<file path="config.mk">
export PLATFORM = sky130hd
export DESIGN_NAME = mbox_top
export DESIGN_NICKNAME = d
export VERILOG_FILES = /design/src/rtl/mbox_pkg.sv /design/src/rtl/mbox_decode.sv /design/src/rtl/mbox_cmd_slot.sv /design/src/rtl/mbox_rep_slot.sv /design/src/rtl/mbox_top.sv
export SDC_FILE = /design/constraint.sdc
export NUM_CORES = 1
export LEC_CHECK = 0
export BUFFER_PORTS_ARGS = -buffer_cell sky130_fd_sc_hd__clkbuf_2
export CAP_MARGIN = 20
export CELL_PAD_IN_SITES_DETAIL_PLACEMENT = 1
export CELL_PAD_IN_SITES_GLOBAL_PLACEMENT = 1
export CORE_MARGIN = 2
export CORE_UTILIZATION = 39
export DETAILED_ROUTE_END_ITERATION = 10
export PLACE_DENSITY_LB_ADDON = 0.2
export SLEW_MARGIN = 20
export SYNTH_ARGS = -nofsm -noshare
export SYNTH_HDL_FRONTEND = slang
export SYNTH_SLANG_ARGS = --single-unit
</file>
<file path="constraint.sdc">
create_clock -name clk -period 1.9 [get_ports clk]
set_input_delay 0 -clock clk [delete_from_list [all_inputs] [get_ports clk]]
set_output_delay 0 -clock clk [all_outputs]
set_load 0.01 [all_outputs]
</file>
<file path="src/rtl/mbox_pkg.sv">
package mbox_pkg;

    // byte offsets inside the 64-byte register window
    localparam logic [5:0] OFF_CFG   = 6'h08;
    localparam logic [5:0] OFF_STAT  = 6'h0C;
    localparam logic [5:0] OFF_CMD0  = 6'h20;
    localparam logic [5:0] OFF_REP0  = 6'h24;
    localparam int         CH_STRIDE = 8;

    // bit positions inside status and configuration
    localparam int STAT_REP_LSB = 10;
    localparam int STAT_CMD_LSB = 13;
    localparam int CFG_IRQ_LSB  = 9;

    function automatic logic [5:0] cmd_off(input int ch);
        return 6'(int'(OFF_CMD0) + CH_STRIDE * ch);
    endfunction

    function automatic logic [5:0] rep_off(input int ch);
        return 6'(int'(OFF_REP0) + CH_STRIDE * ch);
    endfunction

endpackage

</file>
<file path="src/rtl/mbox_decode.sv">
module mbox_decode
    import mbox_pkg::*;
#(
    parameter int NUM_CH = 3
) (
    input  logic [5:1]        addr_hw,
    output logic              cfg_hit,
    output logic              stat_hit,
    output logic [NUM_CH-1:0] cmd_hit,
    output logic [NUM_CH-1:0] rep_hit
);

    assign cfg_hit  = (addr_hw == OFF_CFG[5:1]);
    assign stat_hit = (addr_hw == OFF_STAT[5:1]);

    for (genvar i = 0; i < NUM_CH; i++) begin : g_ch
        localparam logic [5:0] CMD_OFF = cmd_off(i);
        localparam logic [5:0] REP_OFF = rep_off(i);
        assign cmd_hit[i] = (addr_hw == CMD_OFF[5:1]);
        assign rep_hit[i] = (addr_hw == REP_OFF[5:1]);
    end

endmodule

</file>
<file path="src/rtl/mbox_cmd_slot.sv">
module mbox_cmd_slot #(
    parameter int DATA_W = 16
) (
    input  logic              clk,
    input  logic              rst_n,
    input  logic              wr_en,
    input  logic [DATA_W-1:0] wdata,
    input  logic              pop,
    output logic [DATA_W-1:0] data,
    output logic              pending
);

    typedef struct packed {
        logic [DATA_W-1:0] word;
        logic              pend;
    } cmd_state_t;

    cmd_state_t st_d, st_q;

    always_comb begin
        st_d = st_q;
        if (wr_en) begin
            st_d.word = wdata;
            st_d.pend = 1'b1;
        end else if (pop) begin
            st_d.pend = 1'b0;
        end
    end

    always_ff @(posedge clk) begin
        if (!rst_n) st_q <= '0;
        else        st_q <= st_d;
    end

    assign data    = st_q.word;
    assign pending = st_q.pend;

    p_wr_sets_pending_r3: assert property (@(posedge clk) disable iff (!rst_n)
        wr_en |=> (pending && data == $past(wdata)));

    p_pop_clears_r4: assert property (@(posedge clk) disable iff (!rst_n)
        (pop && !wr_en) |=> !pending);

    p_word_held_r4: assert property (@(posedge clk) disable iff (!rst_n)
        !wr_en |=> $stable(data));

endmodule

</file>
<file path="src/rtl/mbox_rep_slot.sv">
module mbox_rep_slot #(
    parameter int DATA_W = 16
) (
    input  logic              clk,
    input  logic              rst_n,
    input  logic              push,
    input  logic [DATA_W-1:0] push_data,
    input  logic              take,
    output logic [DATA_W-1:0] data,
    output logic              ready
);

    typedef struct packed {
        logic [DATA_W-1:0] word;
        logic              rdy;
    } rep_state_t;

    rep_state_t st_d, st_q;

    always_comb begin
        st_d = st_q;
        if (push) begin
            st_d.word = push_data;
            st_d.rdy  = 1'b1;
        end else if (take) begin
            st_d.rdy = 1'b0;
        end
    end

    always_ff @(posedge clk) begin
        if (!rst_n) st_q <= '0;
        else        st_q <= st_d;
    end

    assign data  = st_q.word;
    assign ready = st_q.rdy;

    p_push_loads_r6: assert property (@(posedge clk) disable iff (!rst_n)
        push |=> (ready && data == $past(push_data)));

    p_take_clears_r7: assert property (@(posedge clk) disable iff (!rst_n)
        (take && !push) |=> !ready);

    p_ready_from_push_r8: assert property (@(posedge clk) disable iff (!rst_n)
        $rose(ready) |-> $past(push));

endmodule

</file>
<file path="src/rtl/mbox_top.sv">
module mbox_top
    import mbox_pkg::*;
#(
    parameter int NUM_CH  = 3,
    parameter int DATA_W  = 16,
    parameter int HADDR_W = 8
) (
    input  logic                     clk,
    input  logic                     rst_n,
    input  logic [HADDR_W-1:0]       hst_addr,
    input  logic                     hst_wr,
    input  logic                     hst_rd,
    input  logic [DATA_W-1:0]        hst_wdata,
    output logic [DATA_W-1:0]        hst_rdata,
    output logic                     irq,
    output logic [NUM_CH*DATA_W-1:0] dsp_cmd_data,
    output logic [NUM_CH-1:0]        dsp_cmd_pending,
    input  logic [NUM_CH-1:0]        dsp_cmd_pop,
    input  logic [NUM_CH-1:0]        dsp_rep_push,
    input  logic [NUM_CH*DATA_W-1:0] dsp_rep_data
);

    localparam int DW = DATA_W;

    // outside the decoded window: the map mirrors
    logic unused_addr_bits;
    assign unused_addr_bits = ^{hst_addr[HADDR_W-1:6], hst_addr[0]};

    logic              cfg_hit, stat_hit;
    logic [NUM_CH-1:0] cmd_hit, rep_hit;

    mbox_decode #(.NUM_CH(NUM_CH)) u_dec (
        .addr_hw (hst_addr[5:1]),
        .cfg_hit (cfg_hit),
        .stat_hit(stat_hit),
        .cmd_hit (cmd_hit),
        .rep_hit (rep_hit)
    );

    logic [NUM_CH-1:0]    rep_ready;
    logic [DW-1:0]        rep_word [NUM_CH];
    logic [DW-1:0]        cmd_word [NUM_CH];

    for (genvar i = 0; i < NUM_CH; i++) begin : g_chan
        mbox_cmd_slot #(.DATA_W(DW)) u_cmd (
            .clk    (clk),
            .rst_n  (rst_n),
            .wr_en  (hst_wr && cmd_hit[i]),
            .wdata  (hst_wdata),
            .pop    (dsp_cmd_pop[i]),
            .data   (cmd_word[i]),
            .pending(dsp_cmd_pending[i])
        );

        mbox_rep_slot #(.DATA_W(DW)) u_rep (
            .clk      (clk),
            .rst_n    (rst_n),
            .push     (dsp_rep_push[i]),
            .push_data(dsp_rep_data[i*DW +: DW]),
            .take     (hst_rd && rep_hit[i]),
            .data     (rep_word[i]),
            .ready    (rep_ready[i])
        );

        assign dsp_cmd_data[i*DW +: DW] = cmd_word[i];
    end

    typedef struct packed {
        logic [DW-1:0] cfg;
        logic          irq;
    } top_state_t;

    top_state_t st_d, st_q;
    logic [NUM_CH-1:0] irq_en;

    assign irq_en = st_q.cfg[CFG_IRQ_LSB +: NUM_CH];

    always_comb begin
        st_d     = st_q;
        st_d.irq = |(dsp_rep_push & irq_en);
        if (hst_wr && cfg_hit) st_d.cfg = hst_wdata;
    end

    always_ff @(posedge clk) begin
        if (!rst_n) st_q <= '0;
        else        st_q <= st_d;
    end

    assign irq = st_q.irq;

    logic [DW-1:0] status;
    always_comb begin
        status = '0;
        status[STAT_REP_LSB +: NUM_CH] = rep_ready;
        status[STAT_CMD_LSB +: NUM_CH] = dsp_cmd_pending;
    end

    always_comb begin
        hst_rdata = '0;
        if (cfg_hit)  hst_rdata = st_q.cfg;
        if (stat_hit) hst_rdata = status;
        for (int i = 0; i < NUM_CH; i++) begin
            if (cmd_hit[i]) hst_rdata = cmd_word[i];
            if (rep_hit[i]) hst_rdata = rep_word[i];
        end
    end

    p_decode_onehot_r2: assert property (@(posedge clk) disable iff (!rst_n)
        $onehot0({cfg_hit, stat_hit, cmd_hit, rep_hit}));

    p_irq_follows_push_r9: assert property (@(posedge clk) disable iff (!rst_n)
        (|(dsp_rep_push & irq_en)) |=> irq);

    p_irq_has_cause_r9: assert property (@(posedge clk) disable iff (!rst_n)
        irq |-> $past(|(dsp_rep_push & irq_en)));

    p_cfg_write_r11: assert property (@(posedge clk) disable iff (!rst_n)
        (hst_wr && cfg_hit) |=> (st_q.cfg == $past(hst_wdata)));

endmodule

</file>
; ---- After elaboration in Yosys (flattened, before gate mapping)
; Cells that the tools add are included.
[totals]
register_bits = 119
inputBits = 82
out_inout_bits = 68
word_cells = 57
[op_classes]
n_eq_ne = 8
muxes = 20
bitwise = 1
n_reduce_logical = 14
[ops]
columns = operator, count
row1 = 16-bit 2-to-1 mux, 8
row2 = "5-bit equality test, second input constant", 6
row3 = 1-bit 2-to-1 mux, 12
row4 = 2-bit nonzero test, 6
row5 = "5-bit by 3-bit equality test with 1-bit output, second input constant", 2
row6 = 1-bit logical AND, 7
row7 = 3-bit AND, 1
row8 = 3-bit OR reduction, 1

; ---- Depth between registers and ports, before layout
; Gate-level depths: netlist of the first run.
[logic_depth]
ltp_word = 9
depth_mapped = 7
depth_no_buf = 4

; ---- Modules after synthesis
; Synthesis of the first run repeated with hierarchy kept, for this count alone.
[hier_totals]
cells_unflattened = 604
hier_area_um2 = 5815.6
[modules_own_cells]
columns = module, instances, cells_per_inst, area_per_inst_um2, seq_area_each_um2
row1 = mbox_cmd_slot, 3, 54, 649.4, 340.3
row2 = mbox_rep_slot, 3, 54, 649.4, 340.3
row3 = mbox_top, 1, 268, 1840.5, 340.3
row4 = mbox_decode, 1, 12, 78.8, 0.0

; ---- Least setup slack after synthesis of the first run
; No wires, ideal clock.
[synth_path]
path_kind = input -> register
start = in hst_addr[5]
end = reg g_chan[0].u_cmd.st_q (netlist bit g_chan[0].u_cmd.data[10])
setup_time_ns = 0.116
arrival_time_ns = 1.267
required_time_ns = 1.784
slack_ns = 0.517
cell_stages = 7
path_buffers = 3
cell_sequence = buf_2 -> or3b_4 -> nor3b_2 -> buf_6 -> buf_12 -> mux2i_1 -> nor2b_1
[synth_via]
elab_chain_len = 2
[synth_rtl]
columns = item, line_no
row1 = from (decl), mbox_top.sv:10  ; input logic [HADDR_W-1:0] hst_addr,
row2 = 5-bit equality test, mbox_decode.sv:19  ; assign cmd_hit[i] = (addr_hw == CMD_OFF[5:1]);
row3 = 1-bit logical AND, mbox_top.sv:48  ; .wr_en (hst_wr && cmd_hit[i]),
row4 = to (signal assigned), mbox_cmd_slot.sv:32  ; else st_q <= st_d;
row5 = to (decl), mbox_cmd_slot.sv:18  ; cmd_state_t st_d, st_q;
; Every way passes these cells.
; A chain may end at the register's enable or synchronous reset.

; ---- Final worst setup path of the first run
[layout_path]
start = reg g_chan[0].u_cmd.st_q (netlist bit g_chan[0].u_cmd.data[15])
end = out hst_rdata[15]
[layout_via]
elab_chain_len = 6
[layout_rtl]
columns = item, line_no
row1 = 16-bit 2-to-1 mux, mbox_top.sv:103  ; if (cmd_hit[i]) hst_rdata = cmd_word[i];
row2 = 16-bit 2-to-1 mux, mbox_top.sv:104  ; if (rep_hit[i]) hst_rdata = rep_word[i];
row3 = 16-bit 2-to-1 mux, mbox_top.sv:103
row4 = 16-bit 2-to-1 mux, mbox_top.sv:104
row5 = 16-bit 2-to-1 mux, mbox_top.sv:103
row6 = 16-bit 2-to-1 mux, mbox_top.sv:104
row7 = to (decl), mbox_top.sv:14  ; output logic [DATA_W-1:0] hst_rdata,
; Every way passes these cells.

==> results of run 1 <==
[kinds of logic after synthesis]
kind of cell,synth area share
AND/OR/NAND/NOR,0.1940
AO/OA/AOI/OAI,0.1775
flip-flops,0.4208
multiplexers,0.1571
buffers and inverters,0.05061
[state kept, by name, indices dropped and copies added, names as in the netlist]
register and count:
irq 1, g_chan.u_cmd.data 48, g_chan.u_rep.ready 3, st_q 13, irq_en 3, g_chan.u_cmd.pending 3
g_chan.u_rep.data 48
[critical path: stages, from the launching register on]
cell and delay (ps):
dfxtp_1 330, mux2_2 280, o221a_2 240, a21oi_1 200
a22oi_1 160, clkbuf_2 160
[layout make-up]
class	instances	share of cell area
well taps	184	0.02916
multi-input cells	445	0.3800
flip-flops and latches	119	0.3017
inverters	4	0.001901
clock buffers	18	0.05562
repair buffers	239	0.2057
clock inverters	14	0.02599
[final timing paths]
path	from	end	slack (ps)	cells after the start
hold / removal	rst_n	g_chan[0].u_rep.data[8]$_SDFFE_PN0P_	90	2
setup reg to reg	irq_en[0]$_SDFFE_PN0P_	irq$_SDFF_PN0_	960	2
hold reg to reg	st_q[14]$_SDFFE_PN0P_	st_q[14]$_SDFFE_PN0P_	470	2
setup / recovery	g_chan[0].u_cmd.data[15]$_SDFFE_PN0P_	hst_rdata[15]	110	5
[synthesized netlist by cell type (4+ instances only)]
cell type / n / area (um2)
a21boi_0: 51 / 382.9
a21oi_1: 22 / 110.1
a221oi_1: 8 / 70.07
a22oi_1: 6 / 45.04
a2bb2oi_1: 8 / 70.07
and3_1: 4 / 25.02
buf_1: 5 / 18.77
buf_2: 16 / 80.08
buf_4: 5 / 37.54
clkbuf_1: 22 / 82.58
dfxtp_1: 119 / 2382
inv_1: 4 / 15.01
mux2_2: 7 / 78.83
mux2i_1: 81 / 810.8
nand2_1: 101 / 379.1
nand2b_1: 5 / 31.28
nand3_1: 10 / 50.05
nor2_1: 11 / 41.29
nor2b_1: 71 / 444.2
o21a_1: 5 / 37.54
o21ai_0: 20 / 100.1
[where the power goes]
part | internal (uW) | switching, uW | total (uW) | leakage (uW)
registers | 2570 | 52.1 | 2630 | 0.000970
clock network | 2340 | 1200 | 3540 | 0.000307
logic | 349 | 327 | 677 | 0.00200
[through the flow]
step	util	hold slack (ps)	area, um2
6_report	0.5495	92.40	7896
3_5_place_dp	0.4572	270.8	6570
3_3_place_gp	0.4572	263.2	6570
4_1_cts	0.5495	84.19	7895
5_1_grt	0.5495	113.2	7896
2_1_floorplan	-	134.9	5662
[layer usage]
metal | routed length, um | GRT usage | vias up | part of all wire
met5 | 0 | 0 | - | 0
met4 | 464 | 0.09782 | 0 | 0.023
met3 | 951 | 0.05928 | 35 | 0.048
met2 | 10480 | 0.4696 | 170 | 0.53
met1 | 8067 | 0.3012 | 2672 | 0.40
li1 | - | - | 2566 | -
[timing repair]
item / 4_1_cts / 5_1_grt
endpoints found under the setup margin: 0 / 1
buffers inserted: 0 / 0
hold endpoints to repair: 116 / 0
gates resized for setup: 0 / 1
hold buffers: 68 / 0
==> results by group, run 1 <==
Outcome
  – Status: complete, no violations

Place
  – Dpl ws: 179.2 ps
  – HPWL Detailed: 13,930 um
  – # port buffers: 146
  – Post-Place Cells: 923
  – RePlAce Congestion: 0.9025

Route
  – Residual DRC: 0
  – Final ANT Viol Nets: 0
  – DRT Wirelength: 19,970 um
  – Vias per inst: 5.321
  – Wire per inst: 19.52 um
  – DR iter-0 viols: 253
  – Vias post-DR: 5,443
  – Initial DRT Pass Iterations: 5

Timing
  – Min Tclk post-route: 1788 ps
  – Fmax achieved: 559.4 MHz
  – Crit share post-route: 0.9409
  – Fin Clk Skew: 0.9474 ps
  – Worst rel slew slack: 0.5286
  – RSZ-0062 raised after global routing: false
  – TNS Setup: 0 ps
  – Final setup vio count: 0
  – Worst slew pin tran: 707.1 ps
  – Final-report hold violation count: 0
  – Setup WS post-layout: 112.3 ps
  – Slew Viols, Final: 0

CTS
  – CTS root buf: clkbuf_16
  – Clock transition at the registers of the reported paths: 60 ps
  – CTS Buf Count: 17
  – H-tree depth: 4
  – CTS Buffer Depth: 2
  – CTS tree: done
  – CTS sink count: 119
  – Worst-Skew Late Latency: 420 ps

Layout
  – Most common cell after layout, fill and taps aside: clkbuf_2
  – Sequential cell area: 0.002382 mm2
  – Final #Nets: 908
  – Most frequent cells in the layout: clkbuf_2, dfxtp_1, nand2_1, mux2i_1, nor2b_1
  – Proportion of layout cells with a drive suffix above 1: 0.2598
  – Area of the multi-input gates: 0.003000 mm2
  – Area Growth Syn to Fin: 39.47%
  – N_diodes: 0
  – Final Non-Filler Cells: 1,023
  – Fillers: 1,709

Pwr
  – Pwr/cell area: 866.9 mW/mm2
  – Maximum vdd drop: 0.6164 mV
  – Leakage: 0.003280 uW
  – Tot Pwr: 6845 uW

Global routing
  – First-pass GRT wire length: 31,370 um
  – Remaining Overflow, GRT: 0
  – Initial antenna violation count: 0
  – GRT Overall Usage: 0.2612
  – Vias in the first global route: 5,816
  – Pin count of the biggest net entering global routing: 100

Floorplan
  – Die width: 124.5 um
  – Die height: 124.5 um
  – Initial Util: 0.3940
  – Row count: 44
  – Total I/O pin count: 150
  – Die footprint: 0.01550 mm2
  – Core area: 0.01437 mm2

Yosys
  – Post-Syn Nets: 703
  – Sequential-to-total area share from yosys stat: 0.4208
  – YS warnings: 0
  – FFs w/ async S/R, synth: 0
  – Synthesized cell area: 0.005662 mm2
  – Cells after Synth: 621
  – Number of synthesized flops with an enable pin: 0
  – Number of distinct library cells after synthesis: 45
  – Mean Syn Cell Area: 9.117 um2
  – Synth Register Bits: 119
  – Main synth FF type: dfxtp_1

Flow run
  – Maxcap violations: 0

Critical path
  – Startpoint Class: flop
  – Crit Path Class: reg2out
  – Data required time of the worst path: 1900 ps
  – Crit Path Max Fanout: 3
  – Worst EP arrival: 1790 ps
  – CP endpoint kind: output pin

Worst hold path
  – Min-Delay Path Class: in2reg
(Power assumes the default switching activity.)
==> run 2: changes to the inputs <==
--- a/config.mk
+++ b/config.mk
@@ -5,14 +5,16 @@
 export SDC_FILE = /design/constraint.sdc
 export NUM_CORES = 1
 export LEC_CHECK = 0
+export ABC_AREA = 1
 export BUFFER_PORTS_ARGS = -buffer_cell sky130_fd_sc_hd__clkbuf_2
 export CAP_MARGIN = 20
 export CELL_PAD_IN_SITES_DETAIL_PLACEMENT = 1
 export CELL_PAD_IN_SITES_GLOBAL_PLACEMENT = 1
 export CORE_MARGIN = 2
-export CORE_UTILIZATION = 39
+export CORE_UTILIZATION = 36
 export DETAILED_ROUTE_END_ITERATION = 10
 export PLACE_DENSITY_LB_ADDON = 0.2
+export SETUP_SLACK_MARGIN = 0.3
 export SLEW_MARGIN = 20
 export SYNTH_ARGS = -nofsm -noshare
 export SYNTH_HDL_FRONTEND = slang
==> results by group, run 2 <==
Layout
  – Fin area: 0.007198 mm2
  – Finished Core Util: 0.5186
  – N_diodes: 0
  – Final #Nets: 1,011
  – Most common cell after layout, fill and taps aside: nor2_1
  – Most frequent cells in the layout: nor2_1, clkbuf_2, nand2_1, dfxtp_1, o21ai_0
  – Proportion of layout cells with a drive suffix above 1: 0.2191
  – Area Growth Syn to Fin: 40.73%
  – Final Non-Filler Cells: 1,120

Critical path
  – Crit path buffers/inverters: 1
  – Slowest library cell on the worst path: dfxtp_1
  – Crit Path Class: reg2out
  – Worst R2R Start: irq_en[2]$_SDFFE_PN0P_
  – Crit Path Max Fanout: 3
  – CP cell instances: nand4_1 > nand4_1 > nor2_1 > nand4_1 > clkbuf_2
  – Startpoint Class: flop
  – Crit-path most repeated cell: nand4_1
  – Largest delay share family, worst path: simple AND/OR/NAND/NOR gates
  – R2R cell count: 4
  – Data required time of the worst path: 1900 ps
  – Critical path's largest stage delay: 350 ps
  – CP endpoint kind: output pin
  – Reg2Reg Setup Slack: 1160 ps
  – Worst reg2reg path endpoint: irq$_SDFF_PN0_
  – Worst EP arrival: 1520 ps

Global routing
  – First-pass GRT wire length: 30,780 um
  – GRT Overall Usage: 0.2638
  – Remaining Overflow, GRT: 0
  – Pin count of the biggest net entering global routing: 82
  – Initial antenna violation count: 0
  – Vias in the first global route: 5,994

Place
  – HPWL Detailed: 12,860 um
  – RePlAce Congestion: 0.8712
  – # port buffers: 146
  – Dpl ws: 472.9 ps
  – Post-Place Cells: 1,022
  – Placed Area: 0.005977 mm2

Worst hold path
  – Min-delay src: hst_addr[2]
  – Min-Delay Path Class: in2reg
  – Worst hold endpoint: st_q[14]$_SDFFE_PN0P_
  – Worst Hold Depth: 6

Yosys
  – Synth Register Bits: 119
  – Post-Syn Nets: 812
  – Cells after Synth: 730
  – Yosys top cell area share: 0.4658
  – Synthesized cell area: 0.005115 mm2
  – Simple-Gate Fraction of Synth Area: 0.3295
  – Post-synth top cells: nor2_1, nand2_1, dfxtp_1, o21ai_0
  – YS warnings: 0
  – Mean Syn Cell Area: 7.007 um2
  – Synth Area in XOR/XNOR: 0
  – Sequential-to-total area share from yosys stat: 0.4658
  – Synth Area in Compound Gates: 0.1331
  – Number of distinct library cells after synthesis: 19
  – Mux cell area share after synthesis: 0
  – Synth area leader: dfxtp_1
  – Main synth FF type: dfxtp_1
  – Number of synthesized flops with an enable pin: 0
  – Most common cell in the netlist: nor2_1
  – FFs w/ async S/R, synth: 0
  – Synth top area cells: dfxtp_1, nor2_1, nand2_1
  – Area share of fa/ha/maj cells after synthesis: 0
  – Largest family of logic cells by synthesized area: simple AND/OR/NAND/NOR gates

Route
  – Initial DRT Pass Iterations: 5
  – Residual DRC: 0
  – DRT Wirelength: 19,330 um
  – Vias per inst: 5.086
  – Vias post-DR: 5,696
  – DR iter-0 viols: 348
  – Final ANT Viol Nets: 0
  – Wire per inst: 17.26 um

Timing
  – Setup WS post-layout: 384.8 ps
  – Fin Clk Skew: 3.565 ps
  – Min Tclk post-route: 1515 ps
  – Worst slew pin tran: 732.0 ps
  – RSZ-0062 raised after global routing: false
  – Final-report hold violation count: 0
  – Slew Viols, Final: 0
  – Crit share post-route: 0.7975
  – Worst rel slew slack: 0.5120
  – Fmax achieved: 660.0 MHz
  – Final setup vio count: 0
  – TNS Setup: 0 ps

CTS
  – Worst-Skew Late Latency: 420 ps
  – CTS root buf: clkbuf_16
  – H-tree depth: 4
  – CTS Buffer Depth: 2
  – Clock transition at the registers of the reported paths: 50 ps
  – CTS tree: done
  – CTS sink count: 119
  – # Post-CTS Setup Buffers: 0
  – CTS Buf Count: 17

Outcome
  – Status: complete, no violations

Floorplan
  – Total I/O pin count: 150
  – Die height: 123.2 um
  – Core area: 0.01388 mm2
  – Initial Util: 0.3685
  – Die footprint: 0.01518 mm2
  – Row count: 43
  – Die width: 123.2 um

Pwr
  – Pwr/cell area: 854.2 mW/mm2
  – Maximum vdd drop: 0.6645 mV
  – Leakage: 0.003074 uW

Flow run
  – Maxcap violations: 0
run 2: worst max-delay path by stage:
stage,start,to,slack [ps],depth (start not counted)
6_report,g_chan[0].u_cmd.data[15]$_SDFFE_PN0P_,hst_rdata[15],380,5
2_1_floorplan,hst_wr,g_chan[1].u_cmd.data[12]$_SDFFE_PN0P_,870,5
3_5_place_dp,hst_addr[1],g_chan[0].u_cmd.data[1]$_SDFFE_PN0P_,470,8
4_1_cts,g_chan[0].u_rep.data[10]$_SDFFE_PN0P_,hst_rdata[10],420,5
3_3_place_gp,hst_addr[3],hst_rdata[9],520,11
5_1_grt,irq_en[1]$_SDFFE_PN0P_,hst_rdata[10],300,5
run 2: metrics by stage:
stage / hold slack (ps) / power, uW
global placement: 222.0 / 3116
global route: 104.2 / 6369
finish: 87.21 / 6149
detailed placement: 231.2 / 3136
CTS: 69.99 / 6172
floorplan: 134.9 / 2912
run 2: layer usage:
layer / share of wire / up-vias / global-route usage / wire (um)
met5: 0 / - / 0 / 0
met3: 0.058 / 27 / 0.06089 / 1119
met1: 0.46 / 2698 / 0.3418 / 8799
met4: 0.015 / 0 / 0.07244 / 285
met2: 0.47 / 180 / 0.4402 / 9125
li1: - / 2791 / - / -
run 2: cells by family (layout without fill, tap and decap cells):
| family | after synthesis | after routing |
|---|---|---|
| AO/OA/AOI/OAI | 136 | 136 |
| buffers and inverters | 84 | 294 |
| AND/OR/NAND/NOR | 391 | 391 |
| flip-flops | 119 | 119 |
run 2: area by class of cell:
type / instances / area [um2]
flip-flops and latches: 119 / 2382
well taps: 180 / 225.2
inverters: 34 / 127.6
repair buffers: 230 / 1556
multi-input cells: 527 / 2369
clock inverters: 3 / 15.01
clock buffers: 27 / 523.0
fillers: 1773 / 6683
run 2: timing repair:
action                                  in CTS  in global routing
endpoints found under the setup margin       0                  1
hold endpoints to repair                   114                  0
hold buffers                                68                  0
resized for setup                            0                  1
run 2: power by group:
| part | switching, uW | internal [uW] | leakage (uW) |
|---|---|---|---|
| registers | 49.3 | 2590 | 0.000973 |
| logic | 324 | 249 | 0.00183 |
| clock network | 1090 | 1850 | 0.000269 |
| total | 1460 | 4690 | 0.00307 |
run 2: tightest hold or removal path: stages:
cell	delay (ps)
clkbuf_2	130
nor2_4	50
nand2_2	80
nor2_4	60
nand3_1	70
a21oi_1	60
==> run 3: changes to the inputs <==
--- a/config.mk
+++ b/config.mk
@@ -11,7 +11,7 @@
 export CELL_PAD_IN_SITES_DETAIL_PLACEMENT = 1
 export CELL_PAD_IN_SITES_GLOBAL_PLACEMENT = 1
 export CORE_MARGIN = 2
-export CORE_UTILIZATION = 36
+export CORE_UTILIZATION = 32
 export DETAILED_ROUTE_END_ITERATION = 10
 export PLACE_DENSITY_LB_ADDON = 0.2
 export SETUP_SLACK_MARGIN = 0.3
==> constraint.sdc (replaced) <==
create_clock -name clk -period 1.3 [get_ports clk]
set_input_delay 0 -clock clk [delete_from_list [all_inputs] [get_ports clk]]
set_output_delay 0 -clock clk [all_outputs]
set_load 0.01 [all_outputs]
==> results by group, run 3 (same netlist as run 2, synthesis figures left out) <==
Pwr
  – Tot Pwr: 9481 uW
  – Leakage: 0.003560 uW
  – Maximum vdd drop: 0.9942 mV
  – Pwr/cell area: 1166 mW/mm2

Critical path
  – Reg2Reg Setup Slack: 350 ps
  – Crit Path Class: reg2out
  – Worst EP arrival: 1440 ps
  – Crit path from: g_chan[0].u_rep.data[15]$_SDFFE_PN0P_
  – Worst R2R Start: g_chan[0].u_cmd.data[8]$_SDFFE_PN0P_
  – Crit path buffers/inverters: 1
  – Critical path depth: 5
  – Largest delay share family, worst path: simple AND/OR/NAND/NOR gates
  – Data required time of the worst path: 1300 ps
  – Critical path's largest stage delay: 320 ps
  – Startpoint Class: flop
  – Slowest library cell on the worst path: dfxtp_2
  – CP endpoint kind: output pin
  – CP cell instances: nand4_1 > nand4_1 > nor2_2 > nand4_1 > clkbuf_2
  – Crit-path most repeated cell: nand4_1
  – R2R cell count: 5
  – Crit Path Max Fanout: 2

Route
  – Initial DRT Pass Iterations: 4
  – DRT Wirelength: 20,840 um
  – DR iter-0 viols: 317
  – Final ANT Viol Nets: 0
  – Max layer used: met4
  – Wire per inst: 17.34 um
  – Met2 wire length: 9931 um
  – Vias post-DR: 5,881
  – Vias per inst: 4.893
  – Residual DRC: 0
  – Met3 WL post-DR: 876 um
  – M1 WL: 9688 um

Layout
  – N_diodes: 0
  – Final #Nets: 1,057
  – Most frequent cells in the layout: nor2_1, clkbuf_2, nand2_1, o21ai_0, dfxtp_1
  – Area Growth Syn to Fin: 58.95%
  – Fillers: 1,998
  – Proportion of layout cells with a drive suffix above 1: 0.3651
  – Most common cell after layout, fill and taps aside: nor2_1

Floorplan
  – Die footprint: 0.01701 mm2
  – Die width: 130.4 um
  – Initial Util: 0.3243
  – Die height: 130.4 um
  – Row count: 46
  – Total I/O pin count: 150
  – Core area: 0.01577 mm2

Global routing
  – GRT Overall Usage: 0.2354
  – Vias in the first global route: 5,778
  – Initial antenna violation count: 0
  – Remaining Overflow, GRT: 0
  – Pin count of the biggest net entering global routing: 45
  – First-pass GRT wire length: 30,910 um

CTS
  – CTS root buf: clkbuf_16
  – CTS Buffer Depth: 2
  – H-tree depth: 4
  – CTS sink count: 119
  – Worst-Skew Late Latency: 420 ps
  – Clock transition at the registers of the reported paths: 50 ps
  – CTS tree: done
  – CTS Buf Count: 17

Timing
  – Fin Clk Skew: 5.808 ps
  – Crit share post-route: 1.107
  – Worst rel slew slack: 0.6399
  – Worst hold slack: 100.7 ps
  – Setup WS post-layout: -139.5 ps
  – Final-report hold violation count: 0
  – Fmax achieved: 694.7 MHz
  – TNS Setup: -706.4 ps
  – Final setup vio count: 9
  – Min Tclk post-route: 1440 ps
  – Worst slew pin tran: 536.9 ps
  – RSZ-0062 raised after global routing: true
  – Slew Viols, Final: 0

Outcome
  – Failing checks: negative setup slack
  – Status: complete, but fails checks

Place
  – # port buffers: 146
  – HPWL Detailed: 13,610 um
  – RePlAce Congestion: 0.8817

Flow run
  – Maxcap violations: 0

Worst hold path
  – Worst Hold Depth: 3
  – Min-delay src: dsp_rep_push[0]
  – Min-Delay Path Class: in2reg
-- run 3: cell types whose count changed in the layout (fill, tap and decap cells not counted), sizes merged --
cell | previous run | this run
bufinv | 0 | 3
clkbuf | 173 | 152
buf | 16 | 75
clkinv | 7 | 11
inv | 30 | 28
clkinvlp | 0 | 2
dlygate4sd3 | 68 | 69
-- run 3: final cells by class --
class	count	area, um2	area share
Tap cell	216	270.3	0.03324
Inverter	34	133.9	0.01647
Clock inverter	10	130.1	0.01600
Timing Repair Buffer	276	2074	0.2552
Sequential cell	119	2435	0.2995
Clock buffer	20	446.7	0.05494
Multi-Input combinational cell	527	2640	0.3247
-- run 3: through the flow --
step	instances	utilization	cell area, um2	worst slack, ps
after floorplan	730	-	5116	322.1
after global placement	1074	0.3903	6155	4.313
after detailed placement	1074	0.3903	6155	-23.04
after CTS	1183	0.4886	7705	-168.2
after global routing	1202	0.5156	8130	-215.1
final	1202	0.5156	8130	-139.5
-- run 3: per-layer routing --
| metal | global-route usage | vias to the layer above |
|---|---|---|
| li1 | - | 2891 |
| met3 | 0.04072 | 31 |
| met5 | 0 | - |
| met2 | 0.3859 | 161 |
| met4 | 0.07071 | 0 |
| met1 | 0.3197 | 2798 |
-- run 3: what timing repair did --
item	4_1_cts	5_1_grt
hold buffers	69	0
setup buffers	9	15
hold endpoints to repair	115	0
gates resized for setup	86	81
pin swaps	36	48
setup endpoints to repair	16	26
cloned	1	4
-- run 3: path summary, 6_finish.rpt --
kind                                          endpoint
setup / recovery                         hst_rdata[15]
hold / removal      g_chan[0].u_rep.ready$_SDFFE_PN0P_
setup reg to reg  g_chan[0].u_cmd.data[8]$_SDFFE_PN0P_
hold reg to reg                   st_q[3]$_SDFFE_PN0P_
-- run 3: power by group --
group	switching [uW]	leakage [uW]	internal, uW	total (uW)
clock	1650	0.000281	3020	4670
combinational	508	0.00229	433	941
sequential	77.8	0.000991	3790	3870
-- run 3: worst register-to-register path: cells and delay by family (launching register included) --
kind / cells / cell delay [ps]
flip-flops: 1 / 330
buffers and inverters: 3 / 330
AND/OR/NAND/NOR: 2 / 170
